File: config.mk
export PLATFORM = sky130hd
export DESIGN_NAME = tl_intersection_ctrl
export DESIGN_NICKNAME = d
export VERILOG_FILES = /design/src/rtl/tl_pkg.sv /design/src/rtl/tl_phase_seq.sv /design/src/rtl/tl_demand_latch.sv /design/src/rtl/tl_walk_timer.sv /design/src/rtl/tl_stop_cam.sv /design/src/rtl/tl_intersection_ctrl.sv
export SDC_FILE = /design/constraint.sdc
export NUM_CORES = 1
export LEC_CHECK = 0
export ABC_AREA = 1
export BUFFER_PORTS_ARGS = -buffer_cell sky130_fd_sc_hd__buf_2
export CORE_AREA = 2 2 52 59
export CTS_CLUSTER_SIZE = 16
export DETAILED_ROUTE_END_ITERATION = 16
export DIE_AREA = 0 0 54 61
export GPL_TIMING_DRIVEN = 0
export PLACE_DENSITY = 0.72
export SETUP_SLACK_MARGIN = 0.1
export SLEW_MARGIN = 15
export SYNTH_ARGS = -nofsm -noshare
export SYNTH_HDL_FRONTEND = slang
export SYNTH_SLANG_ARGS = --single-unit
File: constraint.sdc
create_clock -name clk_i -period 1.8 [get_ports clk_i]
set_input_delay 0.36 -clock clk_i [delete_from_list [all_inputs] [get_ports clk_i]]
set_output_delay 0.36 -clock clk_i [all_outputs]
set_load 0.02 [all_outputs]
File: src/rtl/tl_pkg.sv
package tl_pkg;

  typedef enum logic [2:0] {
    PH_MAIN_GO       = 3'd0,
    PH_MAIN_WARN     = 3'd1,
    PH_CLEAR_TO_SIDE = 3'd2,
    PH_SIDE_GO       = 3'd3,
    PH_SIDE_WARN     = 3'd4,
    PH_CLEAR_TO_MAIN = 3'd5
  } phase_e;

  typedef struct packed {
    logic grn;
    logic yel;
    logic red;
  } lamp_t;

  localparam int unsigned NUM_ROADS = 2;
  localparam int unsigned ROAD_MAIN = 0;
  localparam int unsigned ROAD_SIDE = 1;

endpackage

File: src/rtl/tl_phase_seq.sv
module tl_phase_seq
  import tl_pkg::*;
#(
  parameter int unsigned MAIN_GO_MIN = 10,
  parameter int unsigned MAIN_WARN   = 3,
  parameter int unsigned CLEAR       = 1,
  parameter int unsigned SIDE_GO     = 8,
  parameter int unsigned SIDE_WARN   = 3
) (
  input  logic   clk_i,
  input  logic   rst_ni,
  input  logic   tick_i,
  input  logic   demand_i,
  output phase_e phase_o,
  output phase_e phase_nxt_o
);

  localparam int unsigned MAX_GO   = (MAIN_GO_MIN > SIDE_GO) ? MAIN_GO_MIN : SIDE_GO;
  localparam int unsigned MAX_WARN = (MAIN_WARN > SIDE_WARN) ? MAIN_WARN : SIDE_WARN;
  localparam int unsigned MAX_GW   = (MAX_GO > MAX_WARN) ? MAX_GO : MAX_WARN;
  localparam int unsigned MAX_DUR  = (MAX_GW > CLEAR) ? MAX_GW : CLEAR;
  localparam int unsigned CNT_W    = (MAX_DUR > 2) ? $clog2(MAX_DUR) : 1;

  phase_e             phase_q, phase_d;
  logic [CNT_W-1:0]   cnt_q, cnt_d;
  logic               at_last;

  function automatic logic [CNT_W-1:0] last_of(phase_e p);
    case (p)
      PH_MAIN_GO:   return CNT_W'(MAIN_GO_MIN - 1);
      PH_MAIN_WARN: return CNT_W'(MAIN_WARN - 1);
      PH_SIDE_GO:   return CNT_W'(SIDE_GO - 1);
      PH_SIDE_WARN: return CNT_W'(SIDE_WARN - 1);
      default:      return CNT_W'(CLEAR - 1);
    endcase
  endfunction

  function automatic phase_e succ_of(phase_e p);
    case (p)
      PH_MAIN_GO:       return PH_MAIN_WARN;
      PH_MAIN_WARN:     return PH_CLEAR_TO_SIDE;
      PH_CLEAR_TO_SIDE: return PH_SIDE_GO;
      PH_SIDE_GO:       return PH_SIDE_WARN;
      PH_SIDE_WARN:     return PH_CLEAR_TO_MAIN;
      default:          return PH_MAIN_GO;
    endcase
  endfunction

  assign at_last = (cnt_q == last_of(phase_q));

  always_comb begin
    phase_d = phase_q;
    cnt_d   = cnt_q;
    if (tick_i) begin
      if (at_last) begin
        // main green saturates at its minimum until demand shows up
        if (phase_q != PH_MAIN_GO || demand_i) begin
          phase_d = succ_of(phase_q);
          cnt_d   = '0;
        end
      end else begin
        cnt_d = cnt_q + 1'b1;
      end
    end
  end

  always_ff @(posedge clk_i or negedge rst_ni) begin
    if (!rst_ni) begin
      phase_q <= PH_MAIN_GO;
      cnt_q   <= '0;
    end else begin
      phase_q <= phase_d;
      cnt_q   <= cnt_d;
    end
  end

  assign phase_o     = phase_q;
  assign phase_nxt_o = phase_d;

endmodule

File: src/rtl/tl_demand_latch.sv
module tl_demand_latch (
  input  logic clk_i,
  input  logic rst_ni,
  input  logic set_i,
  input  logic clr_i,
  output logic pend_o
);

  logic pend_q;

  // clear wins over a coincident set
  always_ff @(posedge clk_i or negedge rst_ni) begin
    if (!rst_ni)    pend_q <= 1'b0;
    else if (clr_i) pend_q <= 1'b0;
    else if (set_i) pend_q <= 1'b1;
  end

  assign pend_o = pend_q;

endmodule

File: src/rtl/tl_walk_timer.sv
module tl_walk_timer #(
  parameter int unsigned LOAD = 9,
  parameter int unsigned W    = 4
) (
  input  logic         clk_i,
  input  logic         rst_ni,
  input  logic         tick_i,
  input  logic         green_i,
  input  logic         green_nxt_i,
  output logic [W-1:0] val_o
);

  logic [W-1:0] val_q;

  always_ff @(posedge clk_i or negedge rst_ni) begin
    if (!rst_ni)                       val_q <= '0;
    else if (!green_nxt_i)             val_q <= '0;
    else if (!green_i)                 val_q <= W'(LOAD);
    else if (tick_i && val_q != '0)    val_q <= val_q - 1'b1;
  end

  assign val_o = val_q;

endmodule

File: src/rtl/tl_stop_cam.sv
module tl_stop_cam (
  input  logic clk_i,
  input  logic rst_ni,
  input  logic sens_i,
  input  logic armed_i,
  output logic fire_o
);

  logic prev_q, fire_q;

  always_ff @(posedge clk_i or negedge rst_ni) begin
    if (!rst_ni) begin
      prev_q <= 1'b0;
      fire_q <= 1'b0;
    end else begin
      prev_q <= sens_i;
      fire_q <= sens_i & ~prev_q & armed_i;
    end
  end

  assign fire_o = fire_q;

endmodule

File: src/rtl/tl_intersection_ctrl.sv
module tl_intersection_ctrl
  import tl_pkg::*;
#(
  parameter int unsigned MAIN_GO_MIN = 10,
  parameter int unsigned MAIN_WARN   = 3,
  parameter int unsigned CLEAR       = 1,
  parameter int unsigned SIDE_GO     = 8,
  parameter int unsigned SIDE_WARN   = 3,
  parameter int unsigned WALK_LOAD   = 9,
  localparam int unsigned WALK_W     = $clog2(WALK_LOAD + 1)
) (
  input  logic              clk_i,
  input  logic              rst_ni,
  input  logic              tick_i,
  input  logic              side_appr_n_i,
  input  logic              side_appr_s_i,
  input  logic              stop_n_i,
  input  logic              stop_s_i,
  output logic              main_grn_o,
  output logic              main_yel_o,
  output logic              main_red_o,
  output logic              side_grn_o,
  output logic              side_yel_o,
  output logic              side_red_o,
  output logic [WALK_W-1:0] main_walk_o,
  output logic [WALK_W-1:0] side_walk_o,
  output logic              cam_n_o,
  output logic              cam_s_o
);

  phase_e phase_q, phase_nxt;
  logic   pend_q;
  logic   enter_side;
  lamp_t  main_lamp, side_lamp;

  logic [NUM_ROADS-1:0] grn_now, grn_nxt;
  logic [WALK_W-1:0]    walk [NUM_ROADS];
  logic [1:0]           stop_vec, cam_vec;

  tl_phase_seq #(
    .MAIN_GO_MIN (MAIN_GO_MIN),
    .MAIN_WARN   (MAIN_WARN),
    .CLEAR       (CLEAR),
    .SIDE_GO     (SIDE_GO),
    .SIDE_WARN   (SIDE_WARN)
  ) u_seq (
    .clk_i       (clk_i),
    .rst_ni      (rst_ni),
    .tick_i      (tick_i),
    .demand_i    (pend_q),
    .phase_o     (phase_q),
    .phase_nxt_o (phase_nxt)
  );

  assign enter_side = (phase_nxt == PH_SIDE_GO) && (phase_q != PH_SIDE_GO);

  tl_demand_latch u_demand (
    .clk_i  (clk_i),
    .rst_ni (rst_ni),
    .set_i  (side_appr_n_i | side_appr_s_i),
    .clr_i  (enter_side),
    .pend_o (pend_q)
  );

  always_comb begin
    main_lamp = '{grn: 1'b0, yel: 1'b0, red: 1'b1};
    side_lamp = '{grn: 1'b0, yel: 1'b0, red: 1'b1};
    case (phase_q)
      PH_MAIN_GO:   main_lamp = '{grn: 1'b1, yel: 1'b0, red: 1'b0};
      PH_MAIN_WARN: main_lamp = '{grn: 1'b0, yel: 1'b1, red: 1'b0};
      PH_SIDE_GO:   side_lamp = '{grn: 1'b1, yel: 1'b0, red: 1'b0};
      PH_SIDE_WARN: side_lamp = '{grn: 1'b0, yel: 1'b1, red: 1'b0};
      default: ;
    endcase
  end

  assign {main_grn_o, main_yel_o, main_red_o} = main_lamp;
  assign {side_grn_o, side_yel_o, side_red_o} = side_lamp;

  assign grn_now[ROAD_MAIN] = (phase_q   == PH_MAIN_GO);
  assign grn_now[ROAD_SIDE] = (phase_q   == PH_SIDE_GO);
  assign grn_nxt[ROAD_MAIN] = (phase_nxt == PH_MAIN_GO);
  assign grn_nxt[ROAD_SIDE] = (phase_nxt == PH_SIDE_GO);

  for (genvar r = 0; r < NUM_ROADS; r++) begin : g_walk
    tl_walk_timer #(
      .LOAD (WALK_LOAD),
      .W    (WALK_W)
    ) u_walk (
      .clk_i       (clk_i),
      .rst_ni      (rst_ni),
      .tick_i      (tick_i),
      .green_i     (grn_now[r]),
      .green_nxt_i (grn_nxt[r]),
      .val_o       (walk[r])
    );
  end

  assign main_walk_o = walk[ROAD_MAIN];
  assign side_walk_o = walk[ROAD_SIDE];

  assign stop_vec = {stop_s_i, stop_n_i};

  for (genvar c = 0; c < 2; c++) begin : g_cam
    tl_stop_cam u_cam (
      .clk_i   (clk_i),
      .rst_ni  (rst_ni),
      .sens_i  (stop_vec[c]),
      .armed_i (side_lamp.red),
      .fire_o  (cam_vec[c])
    );
  end

  assign cam_n_o = cam_vec[0];
  assign cam_s_o = cam_vec[1];

endmodule

* Word level (Yosys, flattened, before mapping)
Cells that the tools add are included.
** Word-level totals
- Register bits :: 20
- Input bits :: 7
- Output and inout port bits :: 16
** Operators by class
- Add/subtract/negate cells :: 3
- Eq/ne operators :: 10
- Multiplexer cells :: 17
- Bitwise logic cells :: 7
- Reduce and logical (&&, ||, !) cells :: 12
** Operator list (number)
- 4-bit two-way mux :: 8
- 3-bit case mux with 5 select lines :: 1
- 3-bit case mux with 2 select lines :: 2
- 4-bit case mux with 3 select lines :: 1
- 3-bit by 2-bit == test with 1-bit output, second input constant :: 3
- 3-bit two-way mux :: 3
- 4-bit nonzero test :: 2
- 4-bit by 1-bit subtractor with 4-bit output, second input constant :: 2
- 3-bit logical NOT :: 2
- 3-bit != test, second input constant :: 2
- 4-bit by 1-bit adder with 4-bit output, second input constant :: 1
- 1-bit AND :: 4
- 4-bit == test :: 1
- 3-bit by 1-bit == test with 1-bit output, second input constant :: 1
- 3-bit == test, second input constant :: 1
- 1-bit logical AND :: 3
- 3-bit by 2-bit != test with 1-bit output, second input constant :: 1
- 3-bit nonzero test :: 1
- 1-bit two-way mux :: 2
- 2-bit != test, second input constant :: 1
- 1-bit inverter :: 2
- 2-bit AND reduction :: 1
- 2-bit nonzero test :: 1
- 2-bit OR reduction :: 1
- 2 further kinds :: 2

* Depth between registers and ports, before layout
- Word-level depth :: 9
- Depth in mapped cells :: 12
- Depth with buffers taken out :: 12

* By module
Synthesis repeated with hierarchy kept, for this count alone.
** Second synthesis, totals
- Cells, all modules :: 191
- Area total of the unflattened synthesis :: 1445.1 um^2
** Modules (own cells, without submodules)
- tl_phase_seq :: instances 1, cells an instance 86, area each 615.6 um^2
- tl_walk_timer :: instances 2, cells an instance 37, area each 292.8 um^2
- tl_stop_cam :: instances 2, cells an instance 4, area each 60.1 um^2
- tl_intersection_ctrl :: instances 1, cells an instance 20, area each 91.3 um^2
- tl_demand_latch :: instances 1, cells an instance 3, area each 32.5 um^2

* Worst setup path before layout
Ideal clock, no wire load.
- Kind :: register to register
- From :: register u_seq.phase_q[1] (netlist: u_seq.phase_o[1])
- To :: register u_demand.pend_q (netlist: u_demand.pend_o)
- Arrival :: 1.634 ns
- Slack :: 0.044 ns
- Stages on the path, launching flop included :: 10
- Clock period less this slack :: 1.756 ns
- Cell sequence :: dfrtp_1 -> nor2_2 -> nand2_1 -> inv_1 -> nor2_1 -> nand4_1 -> nand2_2 -> nand3_2 -> nor2_1 -> nor2_1
** Between the ends
- Word-level cells in the longest chain between the ends :: 9
- Elaborated cells on any way between the ends :: 19
- Those cells by class :: 7 x eq/ne; 6 x mux; 6 x reduce/logical
** RTL lines
- from (decl) :: RTL line tl_phase_seq.sv:24 : phase_e phase_q, phase_d;
- from (signal assigned) :: RTL line tl_phase_seq.sv:72 : phase_q <= phase_d;
- 3-bit by 1-bit == test with 1-bit output or 3-bit == test (tied branches) :: RTL line tl_phase_seq.sv:29, tl_phase_seq.sv:39
- 2-bit OR reduction (no line)
- 4-bit case mux with 3 select lines :: RTL line tl_phase_seq.sv:29 : case (p)
- 4-bit == test :: RTL line tl_phase_seq.sv:49 : assign at_last = (cnt_q == last_of(phase_q));
- 3-bit two-way mux :: RTL line tl_phase_seq.sv:55 : if (at_last) begin
- 3-bit two-way mux :: RTL line tl_phase_seq.sv:54 : if (tick_i) begin
- 3-bit by 2-bit == test with 1-bit output :: RTL line tl_intersection_ctrl.sv:55 : assign enter_side = (phase_nxt == PH_SIDE_GO) && (phase_q != PH_SIDE_GO);
- 1-bit logical AND (*) :: RTL line tl_intersection_ctrl.sv:55
- 1-bit two-way mux or 2-bit nonzero test (tied branches)
- to (signal assigned) :: RTL line tl_demand_latch.sv:13 : if (!rst_ni) pend_q <= 1'b0;
- to (signal assigned) :: RTL line tl_demand_latch.sv:14 : else if (clr_i) pend_q <= 1'b0;
- to (signal assigned) :: RTL line tl_demand_latch.sv:15 : else if (set_i) pend_q <= 1'b1;
- to (decl) :: RTL line tl_demand_latch.sv:9 : logic pend_q;
Mark *: on every way between the ends. The rest lies on a longest branch, timed or not.
A chain may end at the register's enable or synchronous reset.

* Worst setup path after layout
- From :: register u_seq.phase_q[2] (netlist: u_seq.phase_o[2])
- To :: register u_demand.pend_q (netlist: u_demand.pend_o)
** Between the ends
- Word-level cells in the longest chain between the ends :: 9
- Elaborated cells on any way between the ends :: 19
- Those cells by class :: 7 x eq/ne; 6 x mux; 6 x reduce/logical
** RTL lines
- 3-bit by 1-bit == test with 1-bit output or 3-bit == test (tied branches) :: RTL line tl_phase_seq.sv:29, tl_phase_seq.sv:39
- 2-bit OR reduction (no line)
- 4-bit case mux with 3 select lines :: RTL line tl_phase_seq.sv:29
- 4-bit == test :: RTL line tl_phase_seq.sv:49
- 3-bit two-way mux (*) :: RTL line tl_phase_seq.sv:55
- 3-bit two-way mux (*) :: RTL line tl_phase_seq.sv:54
- via phase_nxt[0] :: RTL line tl_intersection_ctrl.sv:31 : phase_e phase_q, phase_nxt;
- 3-bit by 2-bit == test with 1-bit output (*) :: RTL line tl_intersection_ctrl.sv:55
- 1-bit logical AND (*) :: RTL line tl_intersection_ctrl.sv:55
- 1-bit two-way mux or 2-bit nonzero test (tied branches)
Mark *: on every way through the listed nets, which the timed path passes. The rest lies on a longest branch.

==> out/results.ini <==
[clock_tree]
htree_levels = 1
clock_latency_ns = 0.30
numCtsBuffers = 3
tritoncts = built
clock-sinks = 20
root_buffer = clkbuf_4
cts_buffer_depth = 2
path_clk_slew_ns = 0.11

[placed_design]
dpl.cell_count = 203
dpl_cell_area_sq_mm = 0.00132
place.port_buffers = 21
dp_slack_ns = 0.00593
gp_congestion = 0.828
hpwl_mm = 1.85

[grt]
grt_util_met3_pct = 3.69
grt_pass1_vias = 992
grt_start_max_net_pins = 21
gr-total-overflow = 0
busiest_layer = met2
use_met2_pct = 32.8
gr-usage-met1_pct = 19.3
grt_use_total_pct = 18.0
antenna_found_initial = 0
grt_pass1_wl_mm = 4.20

[setup_path]
worstPathCellList = or2_1 > nand3_1 > nand2_2 > nor2_4 > nand4_1 > nand2_2 > nand3_4 > nor2_2 > nor2_1
timing.rr.end = u_demand.pend_o$_DFFE_PN0P_
critPathMostFrequentCell = nand2_2
crit_buf_inv = 0
reg2reg_from = u_seq.phase_o[2]$_DFF_PN0_
start_kind = register
path_delay_family = simple AND/OR/NAND/NOR gates
path_max_fanout = 5
rrSetupSlack_ns = 0.05
end_kind = register
rr_worst_depth = 9
max_stage_delay_ns = 0.46
critPathSlowestCell = dfrtp_2
critPathKind = register to register
crit_required_ns = 2.00
cp.arrival_ns = 1.95

[synth]
synthTopCellsByArea = dfrtp_1 (43%), nand2_1 (9.0%), inv_1 (7.7%), nor2_1 (5.5%), ha_1 (5.4%)
synthXorXnorAreaFrac_pct = 2.25
ys_async_sr_fraction_pct = 100
synth_cell_types = 22
yosys_warnings = 0
post_synth_fa_ha_maj_area_fraction_pct = 5.35
syn-instance-count = 149
syn_nets = 161
ys_top_cells_by_count = nand2_1 (28), inv_1 (24), dfrtp_1 (20), nor2_1 (17), o21ai_0 (9)
synth_edf_count = 0
synth_top_family_by_area = simple AND/OR/NAND/NOR gates
synth.area.mux_share_pct = 0
syn-cell-area_sq_mm = 0.00117
yosysMostFrequentCell = nand2_1
synth-simple-area-share_pct = 32.7
ys.flop_type = dfrtp_1
synth_compound_area_share_pct = 8.46
yosys.area.top_type = dfrtp_1
seq_area_frac_synth_pct = 42.8
synth.avg_cell_area_sq_um = 7.84
ys_ff_latch = 20
synth.top_cell.area_share_pct = 42.8

[cells_and_area]
drive_above_1_share_pct = 38.0
antennaDiodeCount = 0
fill_cells = 243
syn_to_final_growth_pct = 33.0
fin_area_sq_mm = 0.00155
seq_area_sq_um = 504
finalNetCount = 201
multiInputGateArea_sq_um = 649
layout.cells.non_filler = 220

[route]
drt_iter0_drc = 26
dr_total_vias = 1087
route.detailed.drc = 0
wl_mm = 2.65
vias_per_cell = 4.94
dr.pass1.iters = 4
wl_per_cell_um = 12.1
ant_nets = 0

[pwr]
swShare_pct = 49.0
power_density_mw_per_mm2 = 1660
power_frac_seq_pct = 27.3
p_comb_share_pct = 64.4
ir_drop_uv = 1090
p_clk_share_pct = 8.3
p_int_mw = 1.32
switching_power_mw = 1.27
power.total_mw = 2.59
p_leak_nw = 0.791

[sta]
finalWorstSetupSlack_ns = 0.0502
slew_headroom_pct = 70.2
finalCritPeriodShare_pct = 97.2
final_max_slew_viol_count = 0
worstMarginPinSlew_ns = 0.447
final.setup.tns_ns = 0
grt_setup_unrepaired = true
layout_min_cycle_time_ns = 1.75
fmax_ghz = 0.572
hold_viol_final = 0
setup_viol = 0
clock_skew_ns = 0.00110

[die]
die_w_um = 54
start_util_pct = 43.2
placementRows = 20
ioPinCount = 23
dieArea_sq_mm = 0.00329
coreArea_sq_mm = 0.00270
die_h_um = 61

[hold_path]
worstHoldStart = stop_s_i
hold_depth = 1
hold_path_end = g_cam[1].u_cam.prev_q$_DFF_PN0_
hold_path.class = primary input to register

[run_status]
status = finished, final reports clean

[run]
max-cap-violations = 0

==> layer usage <==
metal | up-vias | part of all wire [%]
met5 | - | 0
met4 | 0 | 1.7
met3 | 5 | 2.7
met2 | 15 | 55
met1 | 517 | 41
li1 | 550 | -
==> state kept, by name (all words and copies together) (netlist names) <==
signal / flops
g_cam.u_cam.fire_o: 2
g_cam.u_cam.prev_q: 2
g_walk.u_walk.val_o: 8
u_demand.pend_o: 1
u_seq.cnt_q: 4
u_seq.phase_o: 3
==> layout by cell type (no fill, tap or decap), types with 3 or more instances in the layout <==
| master | count |
|---|---|
| buf_2 | 19 |
| clkbuf_4 | 3 |
| a21oi_1 | 7 |
| nand3_1 | 6 |
| nand2_1 | 20 |
| dfrtp_1 | 17 |
| nand2_2 | 11 |
| buf_6 | 4 |
| ha_1 | 5 |
| inv_1 | 22 |
| nor2_4 | 6 |
| nor2_1 | 15 |
| nand4_1 | 4 |
| dfrtp_2 | 3 |
| buf_4 | 12 |
| o21ai_0 | 7 |
| xor2_1 | 3 |
| nand3_2 | 4 |
==> power by group through the flow <==
stage	combinational, mW	clock, mW	sequential [mW]
2_1_floorplan	0.861	0	0.718
3_3_place_gp	1.12	0	0.701
3_5_place_dp	1.17	0	0.704
4_1_cts	1.42	0.219	0.711
5_1_grt	1.84	0.239	0.724
6_report	1.66	0.214	0.706
==> how the worst max path moves through the flow <==
| stage | to | from | cells after the start |
|---|---|---|---|
| floorplan | u_demand.pend_o$_DFFE_PN0P_ | u_seq.phase_o[1]$_DFF_PN0_ | 9 |
| global placement | u_demand.pend_o$_DFFE_PN0P_ | u_seq.phase_o[1]$_DFF_PN0_ | 10 |
| detailed placement | u_seq.cnt_q[2]$_DFFE_PN0P_ | u_seq.phase_o[1]$_DFF_PN0_ | 10 |
| CTS | side_red_o | u_seq.phase_o[1]$_DFF_PN0_ | 4 |
| global route | u_demand.pend_o$_DFFE_PN0P_ | u_seq.phase_o[2]$_DFF_PN0_ | 9 |
| finish | u_demand.pend_o$_DFFE_PN0P_ | u_seq.phase_o[2]$_DFF_PN0_ | 9 |
==> logic make-up after synthesis <==
group           after synthesis
simple gates                 76
compound gates               19
buf+inv                      26
flops                        20
xor+xnor                      3
fa+ha+maj                     5
==> area by class of cell <==
type	count	share of cell area, %
inverter	25	6.20
timing repair buffer	35	15.1
clock buffer	3	1.45
tap	33	2.66
multi-input combinational	103	41.8
sequential	20	32.4
buffer	1	0.322
==> per-stage QoR <==
stage / hold slack (ns) / utilization [%]
after global placement: 0.321 / 48.8
final: 0.169 / 57.5
after global routing: 0.164 / 57.5
after CTS: 0.167 / 53.6
after detailed placement: 0.333 / 48.8
after floorplan: 0.0644 / -
==> timing repair <==
action	CTS	global route
endpoints found under the setup margin	16	18
hold buffers	1	0
hold endpoints to repair	20	0
gates resized for setup	13	21
pin swaps	4	15
setup buffers	7	6
Power figures use the tool's default switching activity.
